==> config.mk <==
export PLATFORM = sky130hd
export DESIGN_NAME = stopmode_ctrl
export DESIGN_NICKNAME = d
export VERILOG_FILES = /design/src/rtl/stopmode_pkg.sv /design/src/rtl/stopmode_decode.sv /design/src/rtl/stopmode_sync.sv /design/src/rtl/stopmode_wake_arb.sv /design/src/rtl/stopmode_ctrl.sv
export SDC_FILE = /design/constraint.sdc
export NUM_CORES = 1
export LEC_CHECK = 0
export BUFFER_PORTS_ARGS = -buffer_cell sky130_fd_sc_hd__buf_4
export CELL_PAD_IN_SITES_DETAIL_PLACEMENT = 1
export CELL_PAD_IN_SITES_GLOBAL_PLACEMENT = 2
export CORE_UTILIZATION = 36
export DETAILED_ROUTE_END_ITERATION = 12
export PLACE_DENSITY_LB_ADDON = 0.25
export SYNTH_ARGS = -nofsm -noshare
export SYNTH_HDL_FRONTEND = slang
export SYNTH_HIERARCHICAL = 1
export SYNTH_SLANG_ARGS = --single-unit
==> constraint.sdc <==
create_clock -name clk -period 3.3 [get_ports clk]
set_input_delay 0.66 -clock clk [delete_from_list [all_inputs] [get_ports clk]]
set_output_delay 0.66 -clock clk [all_outputs]
set_load 0.03 [all_outputs]
==> src/rtl/stopmode_pkg.sv <==
package stopmode_pkg;

  typedef enum logic [2:0] {
    SK_NONE  = 3'd0,
    SK_DBG   = 3'd1,
    SK_REG   = 3'd2,
    SK_LIGHT = 3'd3,
    SK_DEEP  = 3'd4
  } stop_kind_e;

  typedef enum logic [1:0] {
    RC_ILLEGAL = 2'd0,
    RC_PIN     = 2'd1,
    RC_LVD     = 2'd2,
    RC_DEEP    = 2'd3
  } rst_cause_e;

  typedef enum logic [1:0] {
    ST_RUN,
    ST_STOP,
    ST_RESTORE,
    ST_EXIT
  } ctl_state_e;

  typedef struct packed {
    logic stop_en;
    logic dbg_en;
    logic lvd_en;
    logic lvd_stop_en;
    logic pwr_down;
  } stop_cfg_t;

endpackage

==> src/rtl/stopmode_decode.sv <==
module stopmode_decode
  import stopmode_pkg::*;
(
  input  stop_cfg_t  cfg,
  output stop_kind_e kind,
  output logic       adc_ok
);

  logic lvd_kept;

  assign lvd_kept = cfg.lvd_en & cfg.lvd_stop_en;
  assign adc_ok   = lvd_kept;

  // priority: stop enable, then debug, then low-voltage pair, then power-down
  always_comb begin
    if (!cfg.stop_en) begin
      kind = SK_NONE;
    end else if (cfg.dbg_en) begin
      kind = SK_DBG;
    end else if (lvd_kept) begin
      kind = SK_REG;
    end else if (cfg.pwr_down) begin
      kind = SK_DEEP;
    end else begin
      kind = SK_LIGHT;
    end
  end

endmodule

==> src/rtl/stopmode_sync.sv <==
module stopmode_sync #(
  parameter int unsigned W = 8
) (
  input  logic         clk,
  input  logic         rst_n,
  input  logic [W-1:0] async_in,
  output logic [W-1:0] rise
);

  logic [W-1:0] meta_q;
  logic [W-1:0] sync_q;
  logic [W-1:0] prev_q;

  always_ff @(posedge clk or negedge rst_n) begin
    if (!rst_n) begin
      meta_q <= '0;
      sync_q <= '0;
      prev_q <= '0;
    end else begin
      meta_q <= async_in;
      sync_q <= meta_q;
      prev_q <= sync_q;
    end
  end

  assign rise = sync_q & ~prev_q;

endmodule

==> src/rtl/stopmode_wake_arb.sv <==
module stopmode_wake_arb #(
  parameter int unsigned NPORT = 24,
  localparam int unsigned NINT = NPORT + 6,
  localparam int unsigned NSRC = NINT + 2,
  localparam int unsigned IDXW = $clog2(NINT)
) (
  input  logic [NSRC-1:0] rise,
  input  logic            adc_ok,
  output logic            hit_rst,
  output logic            rst_is_pin,
  output logic            hit_int,
  output logic [IDXW-1:0] int_idx
);

  localparam int unsigned ADC_POS = NPORT + 2;
  localparam logic [NINT-1:0] ADC_BIT = NINT'(1) << ADC_POS;

  logic [NINT-1:0] int_raw;
  logic [NINT-1:0] int_masked;

  assign int_raw    = rise[NSRC-1:2];
  assign int_masked = adc_ok ? int_raw : (int_raw & ~ADC_BIT);

  assign rst_is_pin = rise[0];
  assign hit_rst    = rise[0] | rise[1];
  assign hit_int    = |int_masked;

  // lowest index wins: scan from the top so the last hit kept is the lowest
  always_comb begin
    int_idx = '0;
    for (int i = NINT - 1; i >= 0; i--) begin
      if (int_masked[i]) begin
        int_idx = IDXW'(i);
      end
    end
  end

endmodule

==> src/rtl/stopmode_ctrl.sv <==
module stopmode_ctrl
  import stopmode_pkg::*;
#(
  parameter int unsigned NPORT = 24,
  parameter int unsigned NCLK  = 4,
  localparam int unsigned IDXW = $clog2(NPORT + 6)
) (
  input  logic             clk,
  input  logic             rst_n,
  input  logic             stop_req,
  input  logic             cfg_stop_en,
  input  logic             cfg_dbg_en,
  input  logic             cfg_lvd_en,
  input  logic             cfg_lvd_stop_en,
  input  logic             cfg_pwr_down,
  input  logic             pin_rst_n,
  input  logic             wake_lvd_rst,
  input  logic             wake_irq,
  input  logic [NPORT-1:0] wake_port,
  input  logic             wake_lvw,
  input  logic             wake_adc,
  input  logic             wake_rtc,
  input  logic             wake_can,
  input  logic             wake_sci,
  output logic [NCLK-1:0]  clk_gate_en,
  output logic             vreg_en,
  output logic             rst_req,
  output logic [1:0]       rst_cause,
  output logic             vec_req,
  output logic [IDXW-1:0]  vec_src,
  output logic             in_stop,
  output logic [2:0]       last_mode
);

  localparam int unsigned NSRC = NPORT + 8;

  // reset: asserted asynchronously, released on the clock
  logic rst_meta_q, rst_core_q, core_rst_n;

  always_ff @(posedge clk or negedge rst_n) begin
    if (!rst_n) begin
      rst_meta_q <= 1'b0;
      rst_core_q <= 1'b0;
    end else begin
      rst_meta_q <= 1'b1;
      rst_core_q <= rst_meta_q;
    end
  end

  assign core_rst_n = rst_core_q;

  // configuration decode
  stop_cfg_t  cfg_now;
  stop_kind_e dec_kind;
  logic       dec_adc_ok;

  assign cfg_now = '{stop_en:     cfg_stop_en,
                     dbg_en:      cfg_dbg_en,
                     lvd_en:      cfg_lvd_en,
                     lvd_stop_en: cfg_lvd_stop_en,
                     pwr_down:    cfg_pwr_down};

  stopmode_decode u_decode (
    .cfg    (cfg_now),
    .kind   (dec_kind),
    .adc_ok (dec_adc_ok)
  );

  // wake synchronisation and arbitration
  logic [NSRC-1:0] wake_async;
  logic [NSRC-1:0] wake_rise;
  logic            hit_rst, rst_is_pin, hit_int;
  logic [IDXW-1:0] int_idx;
  logic            adc_ok_q;

  assign wake_async = {wake_sci, wake_can, wake_rtc, wake_adc, wake_lvw,
                       wake_port, wake_irq, wake_lvd_rst, ~pin_rst_n};

  stopmode_sync #(.W(NSRC)) u_sync (
    .clk      (clk),
    .rst_n    (core_rst_n),
    .async_in (wake_async),
    .rise     (wake_rise)
  );

  stopmode_wake_arb #(.NPORT(NPORT)) u_arb (
    .rise       (wake_rise),
    .adc_ok     (adc_ok_q),
    .hit_rst    (hit_rst),
    .rst_is_pin (rst_is_pin),
    .hit_int    (hit_int),
    .int_idx    (int_idx)
  );

  // control state
  ctl_state_e      state_q, state_d;
  stop_kind_e      mode_q, mode_d;
  stop_kind_e      last_q, last_d;
  rst_cause_e      cause_q, cause_d;
  logic            adc_ok_d;
  logic            exit_rst_q, exit_rst_d;
  logic [IDXW-1:0] src_q, src_d;

  always_comb begin
    state_d    = state_q;
    mode_d     = mode_q;
    last_d     = last_q;
    cause_d    = cause_q;
    adc_ok_d   = adc_ok_q;
    exit_rst_d = exit_rst_q;
    src_d      = src_q;
    unique case (state_q)
      ST_RUN: begin
        if (stop_req) begin
          if (dec_kind == SK_NONE) begin
            state_d    = ST_EXIT;
            exit_rst_d = 1'b1;
            cause_d    = RC_ILLEGAL;
          end else begin
            state_d  = ST_STOP;
            mode_d   = dec_kind;
            last_d   = dec_kind;
            adc_ok_d = dec_adc_ok;
          end
        end
      end
      ST_STOP: begin
        if (hit_rst) begin
          state_d    = ST_RESTORE;
          exit_rst_d = 1'b1;
          cause_d    = rst_is_pin ? RC_PIN : RC_LVD;
        end else if (hit_int) begin
          state_d = ST_RESTORE;
          if (mode_q == SK_DEEP) begin
            exit_rst_d = 1'b1;
            cause_d    = RC_DEEP;
          end else begin
            exit_rst_d = 1'b0;
            src_d      = int_idx;
          end
        end
      end
      ST_RESTORE: state_d = ST_EXIT;
      ST_EXIT:    state_d = ST_RUN;
      default:    state_d = ST_RUN;
    endcase
  end

  always_ff @(posedge clk or negedge core_rst_n) begin
    if (!core_rst_n) begin
      state_q    <= ST_RUN;
      mode_q     <= SK_NONE;
      last_q     <= SK_NONE;
      cause_q    <= RC_ILLEGAL;
      adc_ok_q   <= 1'b0;
      exit_rst_q <= 1'b0;
      src_q      <= '0;
    end else begin
      state_q    <= state_d;
      mode_q     <= mode_d;
      last_q     <= last_d;
      cause_q    <= cause_d;
      adc_ok_q   <= adc_ok_d;
      exit_rst_q <= exit_rst_d;
      src_q      <= src_d;
    end
  end

  // outputs
  logic stopped, clocks_on;

  assign stopped   = (state_q == ST_STOP);
  assign clocks_on = !(stopped && (mode_q != SK_DBG));
  assign vreg_en   = !(stopped && ((mode_q == SK_LIGHT) || (mode_q == SK_DEEP)));
  assign rst_req   = (state_q == ST_EXIT) && exit_rst_q;
  assign vec_req   = (state_q == ST_EXIT) && !exit_rst_q;
  assign rst_cause = cause_q;
  assign vec_src   = src_q;
  assign in_stop   = stopped;
  assign last_mode = last_q;

  for (genvar g = 0; g < NCLK; g++) begin : g_clk_gate
    assign clk_gate_en[g] = clocks_on;
  end

endmodule

==> summary.log <==
[layout] fill count 1118
[layout] multi-input combinational cell area 0.00121 sq mm
[timing] Max-Slew Margin vs Limit 0.564
[pwr] switching component of the power 1.02 mW
[routing] post-detailed-route DRC marker count 0
[clocking] Post-CTS Repair Setup Buffers 0
[routing] aggregate routed wire length 6800 microns
[layout] growth of design area from synthesis to finish 21.6%
[clocking] count of hold-fix buffers inserted at cts 0
[routing] Starting DRT DRC Count 53
[layout] Ant. Diodes 0
[layout] ratio of cells with drive above 1 in the final layout 0.340
[routing] DR pass1 iterations 4
[layout] Storage cell area 0.00281 sq mm
[floorplanning] floorplan die area 0.0118 sq mm
[place] quantity of I/O buffers inserted on ports 57
[timing] share of the clock period used by the worst path after layout 0.737
[logic_synthesis] primary flip-flop cell chosen by synthesis mapping dfrtp_1
[logic_synthesis] Async S/R FF share, synth 1.00
[logic_synthesis] Post-Synthesis Cells 273
[place] DP Cell Count 466
[pwr] Lkg Pwr 2.32 nW
[logic_synthesis] cell types with the highest counts after synthesis 112 x dfrtp_1, 32 x nor2b_4, 13 x inv_1
[logic_synthesis] leading cell types by total area after synthesis dfrtp_1 68%, nor2b_4 11%, ha_1 1.5%, mux2_1 1.4%, mux2_2 1.4%
[critical_path] startpoint type of the worst setup path flip-flop
[timing] min setup slack post-route 0.868 ns
[critical_path] class of the most critical setup path reg -> reg
[place] Post-Place Setup Slack 0.871 ns
[logic_synthesis] count of different cell masters after synthesis 43
[timing] count of endpoints failing hold in the final timing report 0
[pwr] switching share of power 0.292
[pwr] IR Drop Worst-Case VDD 447 uV
[routing] routed via count 2206
[global_route] total overflow reported by the global router 0
[clocking] Num Clock Sinks 112
[job] max-cap violation count 0
[layout] non-filler cells in the finished layout 481
[clocking] CTS buffer count 9
[floorplanning] number of cell rows 38
[hold_path] worst hold path type in -> async
[logic_synthesis] synthesized cell area 0.00411 sq mm
[global_route] global-route wire length before repair 11400 microns
[logic_synthesis] Yosys top cell area share 0.683
[clocking] # resized after CTS 0
[timing] Finish-stage setup viols 0
[logic_synthesis] Yosys reg bits 112
[floorplanning] die boundary height 109 microns
[global_route] GRT Overall Usage 0.133
[critical_path] worst endpoint data arrival time 2.66 ns
[logic_synthesis] most common cell in the synthesized netlist dfrtp_1
[timing] count of pins over their slew limit 0
[routing] routed length per placed instance 14.1 microns
[clocking] H-Tree Level Count 3
[pwr] power density cells 696 mW/mm^2
[pwr] part of the power in combinational logic 0.225
[pwr] clock network fraction of design power 0.311
[critical_path] endpoint type of the worst setup path flip-flop
[clocking] CTS tree built
[timing] transition time at the pin with the least slew margin 0.654 ns
[place] DP HPWL 4850 microns
[clocking] clock slew at reported path FFs 0.07 ns
[timing] minimum clock period 2.43 ns
[critical_path] Max Fanout on Critical Path 3
[floorplanning] number of ports placed on the die boundary 58
[timing] worst clock skew 0.00720 ns
[floorplanning] Initial Util 0.374
[timing] Setup TNS Final 0 ns
[logic_synthesis] biggest area consumer among synthesized cells dfrtp_1
[critical_path] Required @ worst endpoint 3.53 ns
[clocking] clk root buf clkbuf_16
[logic_synthesis] Synth warnings 6
[layout] post-layout net count 382
[place] final weighted congestion of routability-driven global placement 0.730
[status] run status finished clean
[timing] Max Freq 0.411 GHz
[logic_synthesis] sequential element share of the synthesized area 0.683
[floorplanning] die boundary width 109 microns
[logic_synthesis] post-synth net total 318
[clocking] buffer levels on the longest clock path 2
[routing] vias per cell 4.59
[global_route] largest net degree at the start of global routing 63
[pwr] relative contribution of sequential cells to total power 0.464
[routing] number of nets with antenna violations after routing 0
[timing] RSZ-0062 raised after global routing false
[floorplanning] area of the core 0.0110 sq mm
[global_route] number of global-route vias before repair 2342
[logic_synthesis] synthesized area per cell 15.0 sq um
[pwr] total internal power 2.46 mW
[logic_synthesis] EDFF count, synth 0
[clocking] latest clock arrival within the worst-skew pair 0.35 ns
[global_route] number of antenna violations at the first check in global routing 0
## state kept, by name (all words and copies together) (netlist names)
register / count
u_sync/meta_q: 32
exit_rst_q: 1
rst_meta_q: 1
last_mode: 3
core_rst_n: 1
vec_src: 5
state_q: 2
u_sync/sync_q: 32
u_sync/prev_q: 32
rst_cause: 2
adc_ok_q: 1
## power by group through the flow
stage               Clock [mW]  Combinational [mW]  Sequential, mW
floorplan                    0               0.462            1.72
global placement             0               0.775            1.64
detailed placement           0               0.790            1.64
CTS                       1.12               0.794            1.62
global route              1.16               0.856            1.63
finish                    1.08               0.781            1.61
## critical path, stage by stage, from the launching register on
cell and delay (ns):
dfrtp_1 0.38, nor2b_4 0.13, a2111o_1 0.39, or3_1 0.33, nor2_1 0.16, nand4_1 0.16
o221ai_1 0.38, a221oi_4 0.08, mux2_4 0.31
## area by class of cell
type,instances,area share
multi-input cells,142,0.243
flip-flops and latches,112,0.562
well taps,140,0.0351
clock buffers,11,0.0486
clock inverters,4,0.0108
inverters,13,0.00977
repair buffers,59,0.0912
## metal layers
metal | routed length, microns | GRT usage
met5 | 0 | 0
met2 | 3230 | 0.206
met4 | 137 | 0.0753
met3 | 363 | 0.0472
met1 | 3070 | 0.160
## cells in the final DEF (no fill, tap or decap), types with 3 or more instances in the layout
| cell type | count |
|---|---|
| nor2b_4 | 32 |
| buf_4 | 58 |
| nor4_1 | 8 |
| nand2b_1 | 6 |
| o211ai_1 | 3 |
| nor2_1 | 9 |
| nor2b_1 | 3 |
| dfrtp_1 | 111 |
| inv_1 | 13 |
| a21oi_1 | 10 |
| mux2_2 | 5 |
| nor3_1 | 3 |
| ha_1 | 5 |
| mux2_1 | 5 |
| nand2_1 | 9 |
| o21ai_0 | 11 |
| clkbuf_16 | 9 |
## per-stage QoR
step	util	hold WS, ns	power [mW]	cell area [sq um]
finish	0.455	0.0727	3.48	4990
global route	0.455	0.0562	3.65	4990
CTS	0.455	0.0578	3.53	4990
detailed placement	0.428	0.336	2.43	4700
global placement	0.428	0.332	2.41	4700
floorplan	-	0.331	2.18	4110
## final timing paths
kind                                        startpoint                     endpoint  slack, ns  depth (start not counted)
min reg2reg                u_sync/meta_q[10]$_DFF_PN0_  u_sync/sync_q[10]$_DFF_PN0_       0.35                          0
min in group clk           u_sync/meta_q[10]$_DFF_PN0_  u_sync/sync_q[10]$_DFF_PN0_       0.35                          0
max                        u_sync/sync_q[29]$_DFF_PN0_     rst_cause[1]$_DFFE_PN0P_       0.87                          8
min                                              rst_n         core_rst_n$_DFF_PN0_       0.07                          1
max in group asynchronous         core_rst_n$_DFF_PN0_   u_sync/prev_q[0]$_DFF_PN0_       2.20                          1
max reg2reg                u_sync/sync_q[29]$_DFF_PN0_     rst_cause[1]$_DFFE_PN0P_       0.87                          8
## cell families (layout without fill, tap and decap cells)
group,after synthesis,in the layout,synth area share
buffers and inverters,19,87,0.0222
muxes,12,12,0.0335
and+or+nand+nor,85,85,0.179
AOI/OAI and AO/OA,39,39,0.0667
DFF,112,112,0.683
adders and majority gates,5,5,0.0152
other,1,1,0.000913
Note: power is estimated with default switching activity, not from simulation.
